[src/rtl/adc_bus_pkg.sv]
package adc_bus_pkg;
  typedef enum logic {
    ST_IDLE = 1'b0,
    ST_CONV = 1'b1
  } conv_state_e;

  typedef enum logic {
    SRC_LIVE = 1'b0,
    SRC_SNAP = 1'b1
  } bus_src_e;
endpackage

[src/rtl/adc_strobe_edge.sv]
module adc_strobe_edge (
  input  logic clk_i,
  input  logic rst_ni,
  input  logic cs_ni_i,
  input  logic rd_ni_i,
  input  logic hben_i,
  input  logic idle_i,
  output logic strobe_o,
  output logic strobe_q_o,
  output logic fall_o,
  output logic start_o
);
  logic strobe_q;

  assign strobe_o = ~cs_ni_i & ~rd_ni_i;

  always_ff @(posedge clk_i or negedge rst_ni) begin
    if (!rst_ni) strobe_q <= 1'b0;
    else         strobe_q <= strobe_o;
  end

  assign strobe_q_o = strobe_q;
  assign fall_o     = strobe_o & ~strobe_q;
  // high-nibble read and strobes during a conversion never start one
  assign start_o    = fall_o & ~hben_i & idle_i;
endmodule

[src/rtl/adc_conv_timer.sv]
module adc_conv_timer #(
  parameter int DATA_W      = 12,
  parameter int CONV_CYCLES = 40
) (
  input  logic              clk_i,
  input  logic              rst_ni,
  input  logic              start_i,
  input  logic [DATA_W-1:0] sample_i,
  output logic              busy_o,
  output logic [DATA_W-1:0] result_o
);
  import adc_bus_pkg::*;

  localparam int CNT_W = (CONV_CYCLES > 1) ? $clog2(CONV_CYCLES) : 1;
  localparam logic [CNT_W-1:0] CNT_LAST = CNT_W'(CONV_CYCLES - 1);

  conv_state_e      state_q;
  logic [CNT_W-1:0] cnt_q;
  logic [DATA_W-1:0] result_q;

  always_ff @(posedge clk_i or negedge rst_ni) begin
    if (!rst_ni) begin
      state_q  <= ST_IDLE;
      cnt_q    <= '0;
      result_q <= '0;
    end else begin
      unique case (state_q)
        ST_IDLE: begin
          if (start_i) begin
            state_q <= ST_CONV;
            cnt_q   <= CNT_LAST;
          end
        end
        ST_CONV: begin
          if (cnt_q == '0) begin
            state_q  <= ST_IDLE;
            result_q <= sample_i;
          end else begin
            cnt_q <= cnt_q - 1'b1;
          end
        end
        default: state_q <= ST_IDLE;
      endcase
    end
  end

  assign busy_o   = (state_q == ST_CONV);
  assign result_o = result_q;
endmodule

[src/rtl/adc_bus_mux.sv]
module adc_bus_mux #(
  parameter int DATA_W = 12,
  parameter int BYTE_W = 8
) (
  input  logic              clk_i,
  input  logic              rst_ni,
  input  logic              strobe_i,
  input  logic              strobe_q_i,
  input  logic              fall_i,
  input  logic              hben_i,
  input  logic              rom_mode_i,
  input  logic [DATA_W-1:0] result_i,
  output logic [DATA_W-1:0] data_o,
  output logic              data_oe_o
);
  import adc_bus_pkg::*;

  localparam int HI_W = DATA_W - BYTE_W;

  logic [DATA_W-1:0] snap_q;
  logic [DATA_W-1:0] word;
  bus_src_e          src;

  always_ff @(posedge clk_i or negedge rst_ni) begin
    if (!rst_ni)     snap_q <= '0;
    else if (fall_i) snap_q <= result_i;
  end

  // ROM mode: freeze what the read saw at its falling edge
  assign src  = (rom_mode_i && strobe_q_i) ? SRC_SNAP : SRC_LIVE;
  assign word = (src == SRC_SNAP) ? snap_q : result_i;

  assign data_o[DATA_W-1:BYTE_W] = word[DATA_W-1:BYTE_W];

  for (genvar i = 0; i < BYTE_W; i++) begin : g_lane
    if (i < HI_W) begin : g_dual
      assign data_o[i] = hben_i ? word[BYTE_W+i] : word[i];
    end else begin : g_low
      assign data_o[i] = hben_i ? 1'b0 : word[i];
    end
  end

  assign data_oe_o = strobe_i;
endmodule

[src/rtl/adc_bus_ctrl.sv]
module adc_bus_ctrl #(
  parameter int DATA_W      = 12,
  parameter int BYTE_W      = 8,
  parameter int CONV_CYCLES = 40
) (
  input  logic              clk_i,
  input  logic              rst_ni,
  input  logic              cs_ni_i,
  input  logic              rd_ni_i,
  input  logic              hben_i,
  input  logic              rom_mode_i,
  input  logic [DATA_W-1:0] sample_i,
  output logic [DATA_W-1:0] data_o,
  output logic              data_oe_o,
  output logic              busy_no_o
);
  logic strobe, strobe_q, fall, start, busy;
  logic [DATA_W-1:0] result;

  adc_strobe_edge u_edge (
    .clk_i      (clk_i),
    .rst_ni     (rst_ni),
    .cs_ni_i    (cs_ni_i),
    .rd_ni_i    (rd_ni_i),
    .hben_i     (hben_i),
    .idle_i     (~busy),
    .strobe_o   (strobe),
    .strobe_q_o (strobe_q),
    .fall_o     (fall),
    .start_o    (start)
  );

  adc_conv_timer #(.DATA_W(DATA_W), .CONV_CYCLES(CONV_CYCLES)) u_timer (
    .clk_i    (clk_i),
    .rst_ni   (rst_ni),
    .start_i  (start),
    .sample_i (sample_i),
    .busy_o   (busy),
    .result_o (result)
  );

  adc_bus_mux #(.DATA_W(DATA_W), .BYTE_W(BYTE_W)) u_mux (
    .clk_i      (clk_i),
    .rst_ni     (rst_ni),
    .strobe_i   (strobe),
    .strobe_q_i (strobe_q),
    .fall_i     (fall),
    .hben_i     (hben_i),
    .rom_mode_i (rom_mode_i),
    .result_i   (result),
    .data_o     (data_o),
    .data_oe_o  (data_oe_o)
  );

  assign busy_no_o = ~busy;
endmodule

[config.mk]
export PLATFORM = sky130hd
export DESIGN_NAME = adc_bus_ctrl
export DESIGN_NICKNAME = d
export VERILOG_FILES = /design/src/rtl/adc_bus_pkg.sv /design/src/rtl/adc_strobe_edge.sv /design/src/rtl/adc_conv_timer.sv /design/src/rtl/adc_bus_mux.sv /design/src/rtl/adc_bus_ctrl.sv
export SDC_FILE = /design/constraint.sdc
export NUM_CORES = 1
export LEC_CHECK = 0
export BUFFER_PORTS_ARGS = -buffer_cell sky130_fd_sc_hd__buf_2
export CAP_MARGIN = 20
export CORE_MARGIN = 2
export CORE_UTILIZATION = 50
export DETAILED_ROUTE_END_ITERATION = 6
export GPL_ROUTABILITY_DRIVEN = 0
export PLACE_DENSITY_LB_ADDON = 0.1
export SLEW_MARGIN = 15
export SYNTH_ARGS = -nofsm -noshare
export SYNTH_HDL_FRONTEND = slang
export SYNTH_HIERARCHICAL = 1
export SYNTH_SLANG_ARGS = --single-unit
[constraint.sdc]
create_clock -name clk_i -period 2.1 [get_ports clk_i]
set_input_delay 0.42 -clock clk_i [delete_from_list [all_inputs] [get_ports clk_i]]
set_output_delay 0.42 -clock clk_i [all_outputs]
set_load 0.01 [all_outputs]
==> run metrics, run 1 <==
largest net degree at the start of global routing 33; CP peak stage delay 0.49 ns; EDFF count, synth 0; min Tclk post-route 1.96 ns; antenna violations before repair 0; RSZ-0062 raised after global routing no; total grt overflow 0; top-level I/O count 32; 1st-iter DRT viols 69; global-route wire length before repair 4.91 mm; Avg Synthesized Cell Area 13.7 um^2; max_cap viols 0; relative slew slack 53.4%; max-slew violation count 0; Die Footprint 0.00380 mm^2; Hold WC Path Type input pin to async pin; fraction of layout cells with a size suffix above 1 50.3%; total length of routed wires 2.98 mm; Power Total 1.25 mW; fmax 509 MHz; Max Root-Sink Buffers 2; Core Region 0.00310 mm^2; Initial DRT Pass Iterations 4; Final period util 93.5%; PortBufs 31; area grow syn2layout 14.5%; Seq/Total Area, Yosys 48.2%; status completed; wire per inst 15.0 um; vias in the first global route 1120; Die Wd 61.7 um; synth top area cells dfrtp_1 48%, mux2_2 14%, mux2_4 7.2%; Cell Pwr Density 658 mW/mm^2; CP Class flop to output pin; CP top delay family multiplexers; area occupied by multi-input gates 783 um^2; yosys warns 6; Sink Count 32; worst-path cell chain nand2_8, mux4_2, buf_2; DR vias/cell 5.46; Critical-path top delay cell mux4_2; mapped cell area 0.00166 mm^2; crit-path max FO 8; Final Setup Violations 0; All-Layer GR Usage 18.1%; crit end category output pin; Fillers 278; Final ANT Viol Nets 0; Cell variety after synth 38; # nets final 175; Worst EP arrival 1.54 ns; die height 61.7 um; syn_nets 141; CTS tree yes; hold_buf cts 0; Post-CTS Setup Bufs 0; Max rail drop VDD 0.398 mV; drc violations 0; Register Area 801 um^2; Startpoint Class flop; Buf/Inv on CP 1; Root Driver clkbuf_4; cell taking the most area after synthesis dfrtp_1; Num CTS Buffers 5; Top FF cell, synth dfrtp_1; static leakage 0.889 nW; Clock Pin Slew Worst Setup and Hold Paths 0.09 ns; post-synth top area share 48.2%; commonest non-fill, non-tap cell in the layout dfrtp_1; Hold Fails Final Rpt 0; starting density of the core 53.6%; Post-synth ARST share 100%; # rows 20; #FFs+latches synth 32; placed wire-length estimate 2.15 mm; critical path required time 1.68 ns; H-tree depth 2; cell count after synthesis 121; later-pin clock latency in the skew report 0.31 ns; Worst Tran Pin Value 0.700 ns; post-cts sizing count 0; Clock Skew 0.00294 ns; via count 1086; most frequent cells in the layout 32 x dfrtp_1, 31 x buf_2, 20 x mux2_2, 8 x mux2_4, 6 x inv_1; ANT cells 0; Setup TNS 0 ns
[Yosys cell counts, types with 2 or more instances]
cell	n
a21bo_2	4
a21oi_1	4
a2bb2oi_1	2
buf_2	3
buf_6	3
dfrtp_1	32
ha_1	2
inv_1	6
mux2_2	20
mux2_4	8
mux4_1	3
nand3_1	4
nor2_1	4
o21ai_0	2
[where the power goes]
part | internal (mW) | switching [mW]
combinational | 0.104 | 0.0707
clock | 0.190 | 0.185
sequential | 0.670 | 0.0334
[final timing paths]
check | startpoint | endpoint | slack [ns] | cells after the start
setup / recovery | u_edge/strobe_q_o | data_o[2] | 0.14 | 3
setup reg to reg | u_timer/cnt_q[0] | u_timer/result_o[6] | 0.25 | 5
min in group clk_i | cs_ni_i | u_edge/strobe_q_o | 0.29 | 2
hold reg to reg | u_mux/snap_q[3] | u_mux/snap_q[3] | 0.51 | 1
hold / removal | rst_ni | u_timer/result_o[5] | 0.15 | 1
max in group asynchronous | rst_ni | u_timer/result_o[2] | 1.50 | 1
[per-layer routing]
metal | global-route usage, % | share of wire, % | up-vias
met3 | 5.25 | 5.0 | 2
met1 | 21.1 | 42 | 547
met2 | 32.2 | 52 | 25
met5 | 0 | 0 | -
li1 | - | - | 512
met4 | 5.47 | 0.64 | 0
[sequential cells by signal (all words and copies together), names as in the netlist]
name	count
u_timer/cnt_q	6
u_edge/strobe_q_o	1
u_mux/snap_q	12
u_timer/result_o	12
u_timer/busy_o	1
[layout make-up]
| cell class | instances | share of cell area [%] |
|---|---|---|
| Timing Repair Buffer | 34 | 9.33 |
| Inverter | 6 | 1.18 |
| Tap cell | 44 | 2.89 |
| Multi-Input combinational cell | 76 | 41.1 |
| Sequential cell | 32 | 42.0 |
| Clock buffer | 7 | 3.42 |
[worst reg2reg max path, stage by stage, from the launching register on]
cell	delay (ns)
dfrtp_1	0.40
inv_1	0.10
ha_1	0.20
nor4b_4	0.29
nand2_2	0.34
mux2_4	0.41
[cells by family (layout without fill, tap and decap cells)]
group	after synthesis	after routing	synth area share [%]
AOI/OAI and AO/OA	19	19	8.43
adders and majority gates	2	2	1.50
buffers and inverters	13	47	4.74
DFF	32	32	48.2
muxes	32	32	26.9
and+or+nand+nor	23	23	10.3
[stage by stage]
stage / instance area [um^2] / std cells / util, % / hold slack (ns) / worst slack [ns]
after detailed placement: 1840 / 192 / 59.3 / 0.493 / 0.247
after floorplan: 1660 / 121 / - / 0.124 / 0.487
after global placement: 1840 / 192 / 59.3 / 0.486 / 0.302
after CTS: 1900 / 199 / 61.4 / 0.163 / 0.108
final: 1900 / 199 / 61.4 / 0.148 / 0.137
after global routing: 1900 / 199 / 61.4 / 0.184 / 0.0629
Note: power is estimated with default switching activity, not from simulation.
==> inputs of run 2 (changes only) <==
Clock period 2.1 ns to 2.4 ns, I/O delays scaled along.
==> run metrics, run 2 (synthesis results as in run 1) <==
antenna violations before repair 0 (unchanged); # rows 20 (unchanged); Clock Pin Slew Worst Setup and Hold Paths 0.09 ns (about the same); Hold Fails Final Rpt 0 (unchanged); Root Driver clkbuf_4; Final period util 89.7%; Final WS setup 0.247 ns (+0.111 ns); Die Wd 61.7 um (unchanged); status completed; ANT cells 0 (unchanged); max-slew violation count 0 (unchanged); CP Class flop to output pin; crit end category output pin; largest net degree at the start of global routing 33 (unchanged); starting density of the core 53.6% (unchanged); Max rail drop VDD 0.380 mV (-4.7%); Reg2Reg Launch Point u_timer/cnt_q[0]; critical path required time 1.92 ns (+0.24 ns); global-route wire length before repair 4.49 mm (-8.4%); All-Layer GR Usage 17.1% (-0.99 points); area grow syn2layout 13.6%; via count 1066 (-1.8%); Post-Place Worst Slack 0.482 ns (+0.235 ns); static leakage 0.880 nW (-1.0%); Core Region 0.00310 mm^2 (unchanged); H-tree depth 2 (unchanged); Setup TNS 0 ns (unchanged); total grt overflow 0 (unchanged); cell area after layout 0.00189 mm^2 (-0.79%); Final ANT Viol Nets 0 (unchanged); Cell Pwr Density 584 mW/mm^2 (-11%); Worst Tran Pin Value 0.712 ns (+0.0121 ns); CTS tree yes; crit-path max FO 10 (+2); Power Total 1.10 mW (-12%); max_cap viols 0 (unchanged); relative slew slack 52.6% (-0.80 points); flop2flop setup slack 0.55 ns (+0.30 ns); die height 61.7 um (unchanged); commonest non-fill, non-tap cell in the layout dfrtp_1; post-cts sizing count 0 (unchanged); Hold WC Path Type input pin to async pin; most frequent cells in the layout 32 x dfrtp_1, 31 x buf_2, 20 x mux2_2, 8 x mux2_4, 6 x inv_1; Cell Area, Placed 0.00182 mm^2 (-0.82%); 1st-iter DRT viols 78 (+13%); wire per inst 14.7 um (-1.8%); fraction of layout cells with a size suffix above 1 49.7% (-0.65 points); hold_buf cts 0 (unchanged); fmax 465 MHz; min Tclk post-route 2.15 ns; Fillers 276 (-0.72%); total length of routed wires 2.90 mm (-2.8%); PortBufs 31 (unchanged); top-level I/O count 32 (unchanged); drc violations 0 (unchanged); later-pin clock latency in the skew report 0.33 ns (+0.02 ns); Initial DRT Pass Iterations 4 (unchanged); Die Footprint 0.00380 mm^2 (unchanged); Clock Skew 0.00878 ns (+0.00584 ns); crit path from u_edge/strobe_q_o; Startpoint Class flop; placed wire-length estimate 2.05 mm (-4.5%); Final Setup Violations 0 (unchanged); final std cells w/o fill 197 (-1.0%); Post-CTS Setup Bufs 0 (unchanged); placed instance count 190 (-1.0%); Num CTS Buffers 5 (unchanged); DR vias/cell 5.41 (-0.85%); Sink Count 32 (unchanged); vias in the first global route 998 (-11%); # nets final 173 (-1.1%); Worst EP arrival 1.67 ns (+0.13 ns); Max Root-Sink Buffers 2 (unchanged); RSZ-0062 raised after global routing no
-- run 2: cell count changes in the layout (fill, tap and decap cells not counted) --
cell,change
buf_4,-2
-- run 2: final cells by class --
class,instances,area (um^2),share of cell area [%]
Multi-Input combinational cell,76,783,41.5
Inverter,6,22.5,1.19
Clock buffer,7,65.1,3.44
Tap cell,44,55.1,2.91
Timing Repair Buffer,32,163,8.61
Sequential cell,32,801,42.4
-- run 2: metrics by stage --
step	utilization (%)	hold WS, ns
after floorplan	-	0.184
after global placement	58.8	0.487
after detailed placement	58.8	0.494
after CTS	60.9	0.210
after global routing	60.9	0.234
final	60.9	0.194
-- run 2: power breakdown --
group / internal, mW / switching (mW)
clock: 0.166 / 0.173
combinational: 0.0897 / 0.0582
sequential: 0.586 / 0.0307
-- run 2: final timing paths --
kind / cells after the start / to
setup / recovery: 3 / data_o[2]
hold / removal: 1 / u_timer/cnt_q[5]
setup reg to reg: 5 / u_timer/result_o[5]
hold reg to reg: 1 / u_mux/snap_q[2]
max in group asynchronous: 1 / u_mux/snap_q[5]
min in group clk_i: 2 / u_edge/strobe_q_o
-- run 2: critical path, cell delays in order, from the launching register on --
cell     delay [ns]
dfrtp_1        0.55
nand2_8        0.16
mux4_2         0.49
buf_2          0.15
-- run 2: metal layers --
metal / up-vias / part of all wire (%) / track usage [%]
li1: 518 / - / -
met1: 522 / 45 / 20.7
met2: 20 / 48 / 27.1
met3: 6 / 4.8 / 5.67
met4: 0 / 1.8 / 9.12
met5: - / 0 / 0
==> inputs of run 3 (changes only) <==
==> constraint.sdc (replaced) <==
create_clock -name clk_i -period 2.4 [get_ports clk_i]
set_input_delay 0.12 -clock clk_i [delete_from_list [all_inputs] [get_ports clk_i]]
set_output_delay 0.12 -clock clk_i [all_outputs]
set_load 0.01 [all_outputs]
==> run metrics, run 3 (synthesis results as in run 1) <==
status completed; Post-Place Worst Slack 0.629 ns (+0.147 ns); PortBufs 31 (unchanged); cell area after layout 0.00194 mm^2 (+2.7%); Worst Tran Pin Value 0.703 ns (-0.00879 ns); vias in the first global route 1043 (+4.5%); Fillers 268 (-2.9%); static leakage 0.901 nW (+2.4%); WHS Path Cells 2; antenna violations before repair 0 (unchanged); global-route wire length before repair 4.51 mm (+0.47%); critical path required time 2.60 ns (+0.68 ns); via count 1112 (+4.3%); area grow syn2layout 16.7%; # nets final 180 (+4.0%); fraction of layout cells with a size suffix above 1 46.9% (-2.8 points); wire per inst 14.4 um (-2.5%); Clock Pin Slew Worst Setup and Hold Paths 0.09 ns (about the same); worst r2r dst u_timer/result_o[5]; Buf/Inv on CP 1 (unchanged); Sink Count 32 (unchanged); Critical-path top delay cell dfrtp_1; Hold WC Path Type input pin to flop; relative slew slack 53.1% (+0.59 points); Clock Skew 0.00650 ns (-0.00227 ns); crit-path max FO 14 (+4); CTS tree yes; CP Class flop to flop; Initial DRT Pass Iterations 4 (unchanged); Register Area 801 um^2 (unchanged); Worst Hold End u_timer/result_o[11]; Final period util 74.6% (-15 points); Hold Fails Final Rpt 0 (unchanged); Root Driver clkbuf_4; flop2flop setup slack 0.61 ns (+0.06 ns); drc violations 0 (unchanged); Final ANT Viol Nets 0 (unchanged); Core Region 0.00310 mm^2 (unchanged); area occupied by multi-input gates 783 um^2 (unchanged); DR vias/cell 5.45 (+0.74%); H-tree depth 2 (unchanged); total length of routed wires 2.93 mm (+1.0%); die height 61.7 um (unchanged); RSZ-0062 raised after global routing no; max_cap viols 0 (unchanged); Cell Pwr Density 539 mW/mm^2 (-7.8%); CP peak stage delay 0.40 ns (-0.15 ns); Max Root-Sink Buffers 2 (unchanged); CP top delay family simple AND/OR/NAND/NOR gates; All-Layer GR Usage 17.1% (about the same); commonest non-fill, non-tap cell in the layout dfrtp_1; Worst EP arrival 1.99 ns (+0.32 ns); Startpoint Class flop; crit end category flop; 1st-iter DRT viols 45 (-42%); total grt overflow 0 (unchanged); Max rail drop VDD 0.361 mV (-5.0%); later-pin clock latency in the skew report 0.31 ns (-0.02 ns); # rows 20 (unchanged); Worst Hold Slack 0.0276 ns (-0.166 ns); Reg2Reg Depth 5 (unchanged); Final WS setup 0.610 ns (+0.363 ns); most frequent cells in the layout 32 x dfrtp_1, 31 x buf_2, 20 x mux2_2, 8 x mux2_4, 7 x dlygate4sd3_1; Num CTS Buffers 5 (unchanged); ANT cells 0 (unchanged); placed wire-length estimate 2.05 mm (-0.12%); Die Footprint 0.00380 mm^2 (unchanged); Cell Area, Placed 0.00182 mm^2 (unchanged); min Tclk post-route 1.79 ns (-0.363 ns); top-level I/O count 32 (unchanged); Stages on worst setup path 5 (+2); largest net degree at the start of global routing 33 (unchanged); final core occ 62.5% (+1.7 points); HP Start sample_i[11]; fmax 559 MHz (+20%); Die Wd 61.7 um (unchanged); worst-path cell chain inv_1, ha_1, nor4b_4, nand2_2, mux2_4; Reg2Reg Launch Point u_timer/cnt_q[0]; max-slew violation count 0 (unchanged); Setup TNS 0 ns (unchanged); starting density of the core 53.6% (unchanged); Final Setup Violations 0 (unchanged)
## run 3: metrics by stage
stage               std cells  power [mW]
finish                    204        1.05
global route              204        1.12
CTS                       200        1.06
detailed placement        190       0.780
global placement          190       0.772
floorplan                 121       0.723
## run 3: how the worst max path moves through the flow
stage                                 start              endpoint  slack [ns]
final                      u_timer/cnt_q[0]   u_timer/result_o[5]        0.61
after floorplan            u_timer/cnt_q[0]  u_timer/result_o[10]        0.83
after detailed placement   u_timer/cnt_q[0]   u_timer/result_o[9]        0.63
after global routing      u_edge/strobe_q_o             data_o[2]        0.50
after global placement     u_timer/cnt_q[0]  u_timer/result_o[11]        0.70
after CTS                 u_edge/strobe_q_o             data_o[2]        0.59
## run 3: cell type report
type	instances	area share, %
clock buffer	6	2.13
clock inverter	1	0.258
multi-input combinational	76	40.4
sequential	32	41.3
tap	44	2.84
timing repair buffer	39	12.0
inverter	6	1.16
## run 3: what timing repair did
item	in CTS	in global routing
gates resized for setup	0	0
hold buffers	3	4
hold endpoints to repair	33	4
setup buffers	0	0
## run 3: layer usage
| metal | vias up | track usage (%) | wire length (um) |
|---|---|---|---|
| li1 | 524 | - | - |
| met1 | 557 | 19.3 | 1260 |
| met2 | 26 | 29.2 | 1510 |
| met3 | 5 | 6.51 | 115 |
| met4 | 0 | 6.99 | 37 |
| met5 | - | 0 | 0 |
## run 3: worst register-to-register path, cell delays in order (launching register included)
cell and delay (ns):
dfrtp_1 0.40, inv_1 0.10, ha_1 0.20, nor4b_4 0.27, nand2_2 0.32, mux2_4 0.39
## run 3: report_power, final
group	internal, mW	leakage (nW)	switching [mW]
logic	0.0972	0.501	0.0606
clock network	0.108	0.0281	0.164
registers	0.586	0.372	0.0301
total	0.791	0.901	0.255
